--- src/rtl/cmask_pkg.sv ---
package cmask_pkg;

  // True when m is non-zero and its set bits form one unbroken run.
  function automatic logic run_ok(input logic [31:0] m);
    logic [31:0] low;
    logic [31:0] sum;
    low = m & (~m + 32'd1);
    sum = m + low;
    return (m != 32'd0) && ((sum & m) == 32'd0);
  endfunction

endpackage

--- src/rtl/cmask_bank.sv ---
module cmask_bank #(
  parameter int W     = 8,
  parameter int DEPTH = 8
) (
  input  logic                     clk,
  input  logic                     rst,
  input  logic                     we,
  input  logic [$clog2(DEPTH)-1:0] wr_idx,
  input  logic [W-1:0]             wr_val,
  input  logic [$clog2(DEPTH)-1:0] rd_idx,
  output logic [W-1:0]             rd_val
);
  localparam int IW = $clog2(DEPTH);

  logic [W-1:0] mem [DEPTH];

  always_ff @(posedge clk) begin
    if (rst) begin
      for (int i = 0; i < DEPTH; i++) mem[i] <= '1;
    end else if (we) begin
      mem[wr_idx] <= wr_val;
    end
  end

  assign rd_val = mem[rd_idx];


  store_chk: assert property (@(posedge clk) disable iff (rst)
    we |=> mem[$past(wr_idx)] == $past(wr_val));


  pin0_chk: assert property (@(posedge clk) disable iff (rst)
    mem[IW'(0)] == {W{1'b1}});

endmodule

--- src/rtl/cmask_decode.sv ---
module cmask_decode
  import cmask_pkg::*;
#(
  parameter int ADDR_W  = 12,
  parameter int MASK_W  = 12,
  parameter int L2_LEN  = 8,
  parameter int L3_LEN  = 12,
  parameter int L2_N    = 8,
  parameter int L3_N    = 16,
  parameter int L2_BASE = 'hD10,
  parameter int L3_BASE = 'hC90
) (
  input  logic                    wr_en,
  input  logic [ADDR_W-1:0]       wr_addr,
  input  logic [MASK_W-1:0]       wr_data,
  output logic                    l2_we,
  output logic                    l3_we,
  output logic [$clog2(L2_N)-1:0] l2_idx,
  output logic [$clog2(L3_N)-1:0] l3_idx,
  output logic                    reject
);
  localparam int L2_IW = $clog2(L2_N);
  localparam int L3_IW = $clog2(L3_N);
  localparam logic [MASK_W-1:0] L2_DEF = MASK_W'((64'd1 << L2_LEN) - 64'd1);
  localparam logic [MASK_W-1:0] L3_DEF = MASK_W'((64'd1 << L3_LEN) - 64'd1);

  logic [ADDR_W-1:0] off2, off3;
  logic hit2, hit3, ok2, ok3, shape_ok;

  always_comb begin
    off2     = wr_addr - ADDR_W'(L2_BASE);
    off3     = wr_addr - ADDR_W'(L3_BASE);
    l2_idx   = off2[L2_IW-1:0];
    l3_idx   = off3[L3_IW-1:0];
    hit2     = (off2 < ADDR_W'(L2_N)) && (l2_idx != '0);
    hit3     = (off3 < ADDR_W'(L3_N)) && (l3_idx != '0);
    shape_ok = run_ok(32'(wr_data));
    ok2      = shape_ok && ((wr_data & ~L2_DEF) == '0);
    ok3      = shape_ok && ((wr_data & ~L3_DEF) == '0);
    l2_we    = wr_en && hit2 && ok2;
    l3_we    = wr_en && hit3 && ok3;
    reject   = wr_en && !(l2_we || l3_we);
  end

endmodule

--- src/rtl/clos_mask_table.sv ---
module clos_mask_table #(
  parameter int L2_LEN  = 8,
  parameter int L3_LEN  = 12,
  parameter int L2_N    = 8,
  parameter int L3_N    = 16,
  parameter int ADDR_W  = 12,
  parameter int L2_BASE = 'hD10,
  parameter int L3_BASE = 'hC90
) (
  input  logic                                          clk,
  input  logic                                          rst,
  input  logic                                          wr_en,
  input  logic [ADDR_W-1:0]                             wr_addr,
  input  logic [((L3_LEN > L2_LEN) ? L3_LEN : L2_LEN)-1:0] wr_data,
  input  logic                                          mode_wr,
  input  logic                                          mode_val,
  input  logic [$clog2((L3_N > L2_N) ? L3_N : L2_N)-1:0] lk_id,
  input  logic                                          lk_code,
  output logic [L2_LEN-1:0]                             l2_mask,
  output logic [L3_LEN-1:0]                             l3_mask,
  output logic                                          wr_err
);
  localparam int MASK_W = (L3_LEN > L2_LEN) ? L3_LEN : L2_LEN;
  localparam int ID_W   = $clog2((L3_N > L2_N) ? L3_N : L2_N);
  localparam int L2_IW  = $clog2(L2_N);
  localparam int L3_IW  = $clog2(L3_N);
  localparam logic [ID_W:0] L2_CNT  = (ID_W+1)'(L2_N);
  localparam logic [ID_W:0] L3_CNT  = (ID_W+1)'(L3_N);
  localparam logic [ID_W:0] L3_HALF = (ID_W+1)'(L3_N / 2);

  logic             l2_we, l3_we, reject;
  logic [L2_IW-1:0] l2_widx, l2_ridx;
  logic [L3_IW-1:0] l3_widx, l3_ridx;
  logic [L2_LEN-1:0] l2_rd;
  logic [L3_LEN-1:0] l3_rd;
  logic             split_q;
  logic [ID_W:0]    id_ext;
  logic             l2_use, l3_use;

  cmask_decode #(
    .ADDR_W(ADDR_W), .MASK_W(MASK_W), .L2_LEN(L2_LEN), .L3_LEN(L3_LEN),
    .L2_N(L2_N), .L3_N(L3_N), .L2_BASE(L2_BASE), .L3_BASE(L3_BASE)
  ) dec_i (
    .wr_en(wr_en), .wr_addr(wr_addr), .wr_data(wr_data),
    .l2_we(l2_we), .l3_we(l3_we), .l2_idx(l2_widx), .l3_idx(l3_widx),
    .reject(reject)
  );

  cmask_bank #(.W(L2_LEN), .DEPTH(L2_N)) l2_bank_i (
    .clk(clk), .rst(rst), .we(l2_we), .wr_idx(l2_widx),
    .wr_val(wr_data[L2_LEN-1:0]), .rd_idx(l2_ridx), .rd_val(l2_rd)
  );

  cmask_bank #(.W(L3_LEN), .DEPTH(L3_N)) l3_bank_i (
    .clk(clk), .rst(rst), .we(l3_we), .wr_idx(l3_widx),
    .wr_val(wr_data[L3_LEN-1:0]), .rd_idx(l3_ridx), .rd_val(l3_rd)
  );

  always_ff @(posedge clk) begin
    if (rst) begin
      split_q <= 1'b0;
      wr_err  <= 1'b0;
    end else begin
      if (mode_wr) split_q <= mode_val;
      wr_err <= reject;
    end
  end

  always_comb begin
    id_ext  = {1'b0, lk_id};
    l2_ridx = lk_id[L2_IW-1:0];
    l3_ridx = split_q ? {lk_id[L3_IW-2:0], lk_code} : lk_id[L3_IW-1:0];
    l2_use  = (lk_id != '0) && (id_ext < L2_CNT);
    l3_use  = (lk_id != '0) && (id_ext < (split_q ? L3_HALF : L3_CNT));
    l2_mask = l2_use ? l2_rd : '1;
    l3_mask = l3_use ? l3_rd : '1;
  end


  bad_wr_flag_chk: assert property (@(posedge clk) disable iff (rst)
    (wr_en && !l2_we && !l3_we) |=> wr_err);


  quiet_err_chk: assert property (@(posedge clk) disable iff (rst)
    (!wr_en || l2_we || l3_we) |=> !wr_err);


  id0_chk: assert property (@(posedge clk) disable iff (rst)
    (lk_id == '0) |-> (l2_mask == '1 && l3_mask == '1));


  l2_range_chk: assert property (@(posedge clk) disable iff (rst)
    (id_ext >= L2_CNT) |-> (l2_mask == '1));


  split_range_chk: assert property (@(posedge clk) disable iff (rst)
    (split_q && id_ext >= L3_HALF) |-> (l3_mask == '1));


  mode_load_chk: assert property (@(posedge clk) disable iff (rst)
    mode_wr |=> (split_q == $past(mode_val)));

endmodule

--- config.mk ---
export PLATFORM = sky130hd
export DESIGN_NAME = clos_mask_table
export DESIGN_NICKNAME = d
export VERILOG_FILES = /design/src/rtl/cmask_pkg.sv /design/src/rtl/cmask_bank.sv /design/src/rtl/cmask_decode.sv /design/src/rtl/clos_mask_table.sv
export SDC_FILE = /design/constraint.sdc
export NUM_CORES = 1
export LEC_CHECK = 0
export BUFFER_PORTS_ARGS = -buffer_cell sky130_fd_sc_hd__buf_2
export CORE_MARGIN = 1
export CORE_UTILIZATION = 50
export DETAILED_ROUTE_END_ITERATION = 10
export GPL_ROUTABILITY_DRIVEN = 0
export PLACE_DENSITY = 0.65
export SKIP_LAST_GASP = 1
export SLEW_MARGIN = 15
export SYNTH_ARGS = -nofsm -noshare
export SYNTH_HDL_FRONTEND = slang
export SYNTH_SLANG_ARGS = --single-unit
--- constraint.sdc ---
create_clock -name clk -period 3.2 [get_ports clk]
set_input_delay 0.64 -clock clk [delete_from_list [all_inputs] [get_ports clk]]
set_output_delay 0.64 -clock clk [all_outputs]
set_load 0.02 [all_outputs]
; ---- Word level (Yosys, flattened, before mapping)
; Memory sizes are Yosys's and may differ from the RTL's.
; Cells that the tools add are included.
[classes]
addsub = 4
n_lt_le_gt_ge = 4
muxes = 18
bitwise = 3
reduce_logical = 21
[ops]
columns = op, count
row1 = adder 12 x 32 -> 32 bit, 1
row2 = "adder 32 x 1 -> 32 bit, second input constant", 1
row3 = bitwise AND 12 x 32 -> 32 bit, 1
row4 = bitwise AND 32 x 12 -> 32 bit, 1
row5 = logical NOT 32 bit, 1
row6 = inverter 12 -> 32 bit, 1
row7 = two-way mux 12 bit, 2
row8 = "subtractor 12 bit, second input constant", 2
row9 = two-way mux 8 bit, 2
row10 = logical NOT 12 bit, 1
row11 = "less-than comparator 12 x 4 -> 1 bit, second input constant", 1
row12 = "less-than comparator 12 x 5 -> 1 bit, second input constant", 1
row13 = nonzero test 12 bit, 1
row14 = OR reduction 12 bit, 1
row15 = logical AND 1 bit, 11
row16 = two-way mux 1 bit, 10
row17 = two-way mux 4 bit, 2
row18 = nonzero test 4 bit, 2
row19 = OR reduction 8 bit, 1
row20 = less-than comparator 4 x 5 -> 1 bit, 1
row21 = two-way mux 5 bit, 1
row22 = "less-than comparator 4 bit, second input constant", 1
row23 = two-way mux 3 bit, 1
row24 = nonzero test 3 bit, 1
row25 = 2 further kinds, 2
[word_totals]
ff_bits = 2
ram_bits = 256
input_bits = 34
out_inout_bits = 21
word_cells = 54
memories = 2
[mem_list]
columns = name, words, word_bits, read_ports, rd_ports_with_merged_regs, wr, line_no
row1 = l3_bank_i.mem, 16, 12, 1, 0, 16, cmask_bank.sv:15  ; logic [W-1:0] mem [DEPTH];
row2 = l2_bank_i.mem, 8, 8, 1, 0, 8, cmask_bank.sv:15

; ---- Depth between registers and ports, before layout
[logic_depth]
ltp_word = 14
ltp_mapped = 11
depth_no_buf = 6

; ---- Hierarchy
; A second synthesis with hierarchy kept.
[unflattened]
hier_cells = 838
area_unflattened_um2 = 12687.2
[by_module_without_submodules]
columns = mod, n_inst, cells_each, area_each_um2, seq_area_each_um2
row1 = cmask_bank (l3_bank_i), 1, 556, 8874.8, 5765.5
row2 = cmask_bank (l2_bank_i), 1, 186, 3115.5, 1921.8
row3 = cmask_decode, 1, 61, 412.9, 0.0
row4 = clos_mask_table, 1, 35, 284.0, 40.0

; ---- Worst setup path before layout
; No wires, ideal clock.
[synth_timing]
path_type = input-to-output
start = input port lk_id[0] (netlist name)
end = output port l3_mask[10]
t_arrival_ps = 2446
required_ps = 2560
slack_ps = 114
stages = 8
n_path_buf = 3
cell_sequence = buf_2 mux2i_1 buf_4 buf_2 mux4_2 nand2_1 nand3_1 a21o_1
[synth_via]
elab_chain_len = 3
word_cells_on_any_way = 6
classes_between = 1 x order compare / 2 x mux / 2 x reduce/logical / 1 x memory
[synth_rtl]
columns = element, line_no
row1 = "start, declared", clos_mask_table.sv:17  ; input logic [$clog2((L3_N > L2_N) ? L3_N : L2_N)-1:0] lk_id,
row2 = two-way mux 4 bit (tied with other cells), clos_mask_table.sv:72  ; l3_ridx = split_q ? {lk_id[L3_IW-2:0], lk_code} : lk_id[L3_IW-1:0];
row3 = memory (16 x 12 bit) or logical AND 1 bit (tied branches), -
row4 = two-way mux 12 bit *, clos_mask_table.sv:76  ; l3_mask = l3_use ? l3_rd : '1;
row5 = "end, declared", clos_mask_table.sv:20  ; output logic [L3_LEN-1:0] l3_mask,
; Every way passes the cells marked *; elsewhere a longest branch is shown, timed or not.

; ---- Worst setup path after layout
[layout_timing]
start = register split_q
end = output port l3_mask[7]
[layout_via]
elab_chain_len = 4
word_cells_on_any_way = 6
classes_between = 1 x order compare / 3 x mux / 1 x reduce/logical / 1 x memory
[layout_rtl]
columns = element, line_no
row1 = "start, declared", clos_mask_table.sv:36  ; logic split_q;
row2 = "start signal, assigned", clos_mask_table.sv:64  ; if (mode_wr) split_q <= mode_val;
row3 = two-way mux 5 bit, clos_mask_table.sv:74  ; l3_use = (lk_id != '0) && (id_ext < (split_q ? L3_HALF : L3_CNT));
row4 = less-than comparator 4 x 5 -> 1 bit, clos_mask_table.sv:74
row5 = logical AND 1 bit, clos_mask_table.sv:74
row6 = two-way mux 12 bit *, clos_mask_table.sv:76
; Marked as above.

==> results.md <==
- Status: complete, but fails checks
- Failing checks: negative setup slack
- RSZ-0062 raised after global routing: true
- Pwr Total: 8.20 mW
- Clock Sinks: 258
- Die width: between 150 and 200 um
- Clock root buffer: clkbuf_16
- Nets@finish: 1108
- Crit path required time: 2560 ps
- Starting DRT DRC Count: roughly 1100
- Seq/Total Area, Yosys: 0.606
- Routed wire length per instance: 26.1 um
- Post-DP HPWL: 23700 um
- Die ar.: approximately 26000 um2
- Metal1 wirelength: between 10000 and 15000 um
- Post-synth EDFFs: 256
- Grt total ovfl: 0
- Initial antenna violation count: 0
- Ys flop type: edfxtp_1
- CTS tree: done
- Critical Path End Type: output pin
- Achievable Freq: 298 MHz
- Fin crit period: between 3000 and 4000 ps
- ANT cells: 0
- Commonest non-fill, non-tap cell in the layout: edfxtp_1
- Routed Wire Length: 37200 um
- Max clock buf depth: 3
- Largest net degree at the start of global routing: 79
- Die height: around 160 um
- Period utilization: 1.05
- CP Max Fanout: 6
- Share of flip-flops with an asynchronous set or reset: 0
- CTS clk-pin slew, worst paths: 60 ps
- Worst skew pair latency: 540 ps
- Total of fill cells in the finished design: 1956
- Final hold violations: 0
- Startpoint Class: flop
- Final worst slack: -158 ps
- Rows: 58
- Critical path class: flop to output pin
- Post-synthesis cell area: 12700 um2
- Static Leak: 5.20 nW
- CTS Buf Count: 28
- Rel. slew slack: 0.411
- Hold Crit Class: input pin to flop
- Least-Margin Pin Slew: 881 ps
- WL met3: 3810 um
- Gr usage total: 0.290
- Yosys warns: 0
- Top Metal Used: met4
- Layout cells sized above 1: 0.295
- Io pins: 55
- Power per cell area: about 540 nW/um2
- Antenna-violating nets left: 0
- Cts hold-fix bufs: 0
- Final setup viols: 12
- DR WL met2: 17700 um
- H-tree depth: 1
- Commonest non-fill, non-tap cells in the layout: edfxtp_1 (256), nand4_1 (143), nand3_1 (117)
- Synth-to-Final Area Change: 19.7%
- Post-Route Skew: 0 ps
- First-pass GRT wire length: 56000 um
- Vias in the first global route: 8946
- Core Area: 25100 um2
- DRC violation count after routing: 0
- Via Count: between 9000 and 10000
- Vias/cell: 6.54
- DRT Pass-1 Iters: 7
- MaxCap Viol Count: 0
- Slew Viols, Final: 0
- Peak supply drop: 378 uV
- #FFs+latches synth: approximately 260
- Syn_area_per_cell: 12.9 um2
- Post-synth cell types: 41
- Port-buffer cells: 54
- Starting density of the core: 0.508
- Syn Inst Count: 988
- Arrival @ worst endpoint: 2720 ps
- Pre-CTS setup slack: approximately 48 ps
## where the power goes
| group | internal (mW) | switching (mW) | total [mW] |
|---|---|---|---|
| combinational | 0.468 | 0.613 | 1.08 |
| clock | 1.84 | 1.34 | 3.17 |
| sequential | 3.88 | 0.0597 | 3.94 |
## worst max-delay path: stages, from the launching register on
cell and delay [ps]:
dfxtp_4 390, mux2i_4 350, buf_6 190, buf_12 140
mux4_2 540, nand2_2 80, nand3_2 90, a21o_1 240
buf_6 140
## cells in the mapped netlist (all sizes together) (2+ instances only)
cell    instances  area [um2]
a21o           12        90.1
a21oi           5        25.0
a31o           15         131
a31oi           3        18.8
a41o            7        70.1
buf            48         309
clkbuf         69         259
dfxtp           2        40.0
edfxtp        256        7690
inv             3        11.3
mux2            3        33.8
mux2i          13         130
mux4           64        1440
nand2          65         244
nand2b          6        37.5
nand3         127         636
nand3b          2        15.0
nand4         143         895
nor2           97         364
nor2b           6        37.5
nor3           22         110
nor4            4        40.0
o21ai           4        20.0
## flip-flops by register name, summed over array words and instances, names as in the netlist
name / count
wr_err: 1
l2_bank_i.mem: 64
split_q: 1
l3_bank_i.mem: 192
## layout make-up
class | instances | area [um2] | area share
Clock inverter | 23 | 198 | 0.0130
Clock buffer | 29 | 704 | 0.0462
Tap cell | 330 | 413 | 0.0271
Sequential cell | 258 | 7730 | 0.507
Inverter | 3 | 11.3 | 0.000738
Multi-Input combinational cell | 629 | 4700 | 0.308
Timing Repair Buffer | 154 | 1510 | 0.0987
## per-layer routing
layer  vias up  GRT usage
li1       4059          -
met3        62     0.0587
met5         -          0
met4         0     0.0806
met2       550      0.454
met1      4648      0.416
## final timing paths
check,slack (ps),startpoint,end,cells past startpoint
setup / recovery,-160,split_q$_SDFFE_PP0P_,l3_mask[7],8
hold / removal,350,mode_val,split_q$_SDFFE_PP0P_,3
setup reg to reg,2390,split_q$_SDFFE_PP0P_,split_q$_SDFFE_PP0P_,3
hold reg to reg,670,split_q$_SDFFE_PP0P_,split_q$_SDFFE_PP0P_,3
## timing repair
action,in CTS,in global routing
buffers inserted,10,2
endpoints found under the setup margin,12,12
cloned,8,2
gates resized for setup,67,6
pin swaps,22,8
## through the flow
step	cells	utilization	hold WS, ps	setup TNS, ps	instance area [um2]
finish	1426	0.608	349	-1450	15300
global placement	1353	0.549	625	0	13800
global route	1426	0.608	381	-2000	15300
CTS	1423	0.605	349	-869	15200
floorplan	1007	-	647	0	12800
detailed placement	1353	0.549	644	0	13800
## cells by family (layout without fill, tap and decap cells)
logic type,count (synthesis),in the layout,share of synthesized area
xor gates and xnor gates,1,1,0.000687
buffers and inverters,120,209,0.0454
other,1,20,0.000294
muxes,80,80,0.126
and+or+nand+nor,476,476,0.189
DFF,258,258,0.606
AOI/OAI and AO/OA,52,52,0.0327
No activity file was read; power rests on OpenSTA's default activity.
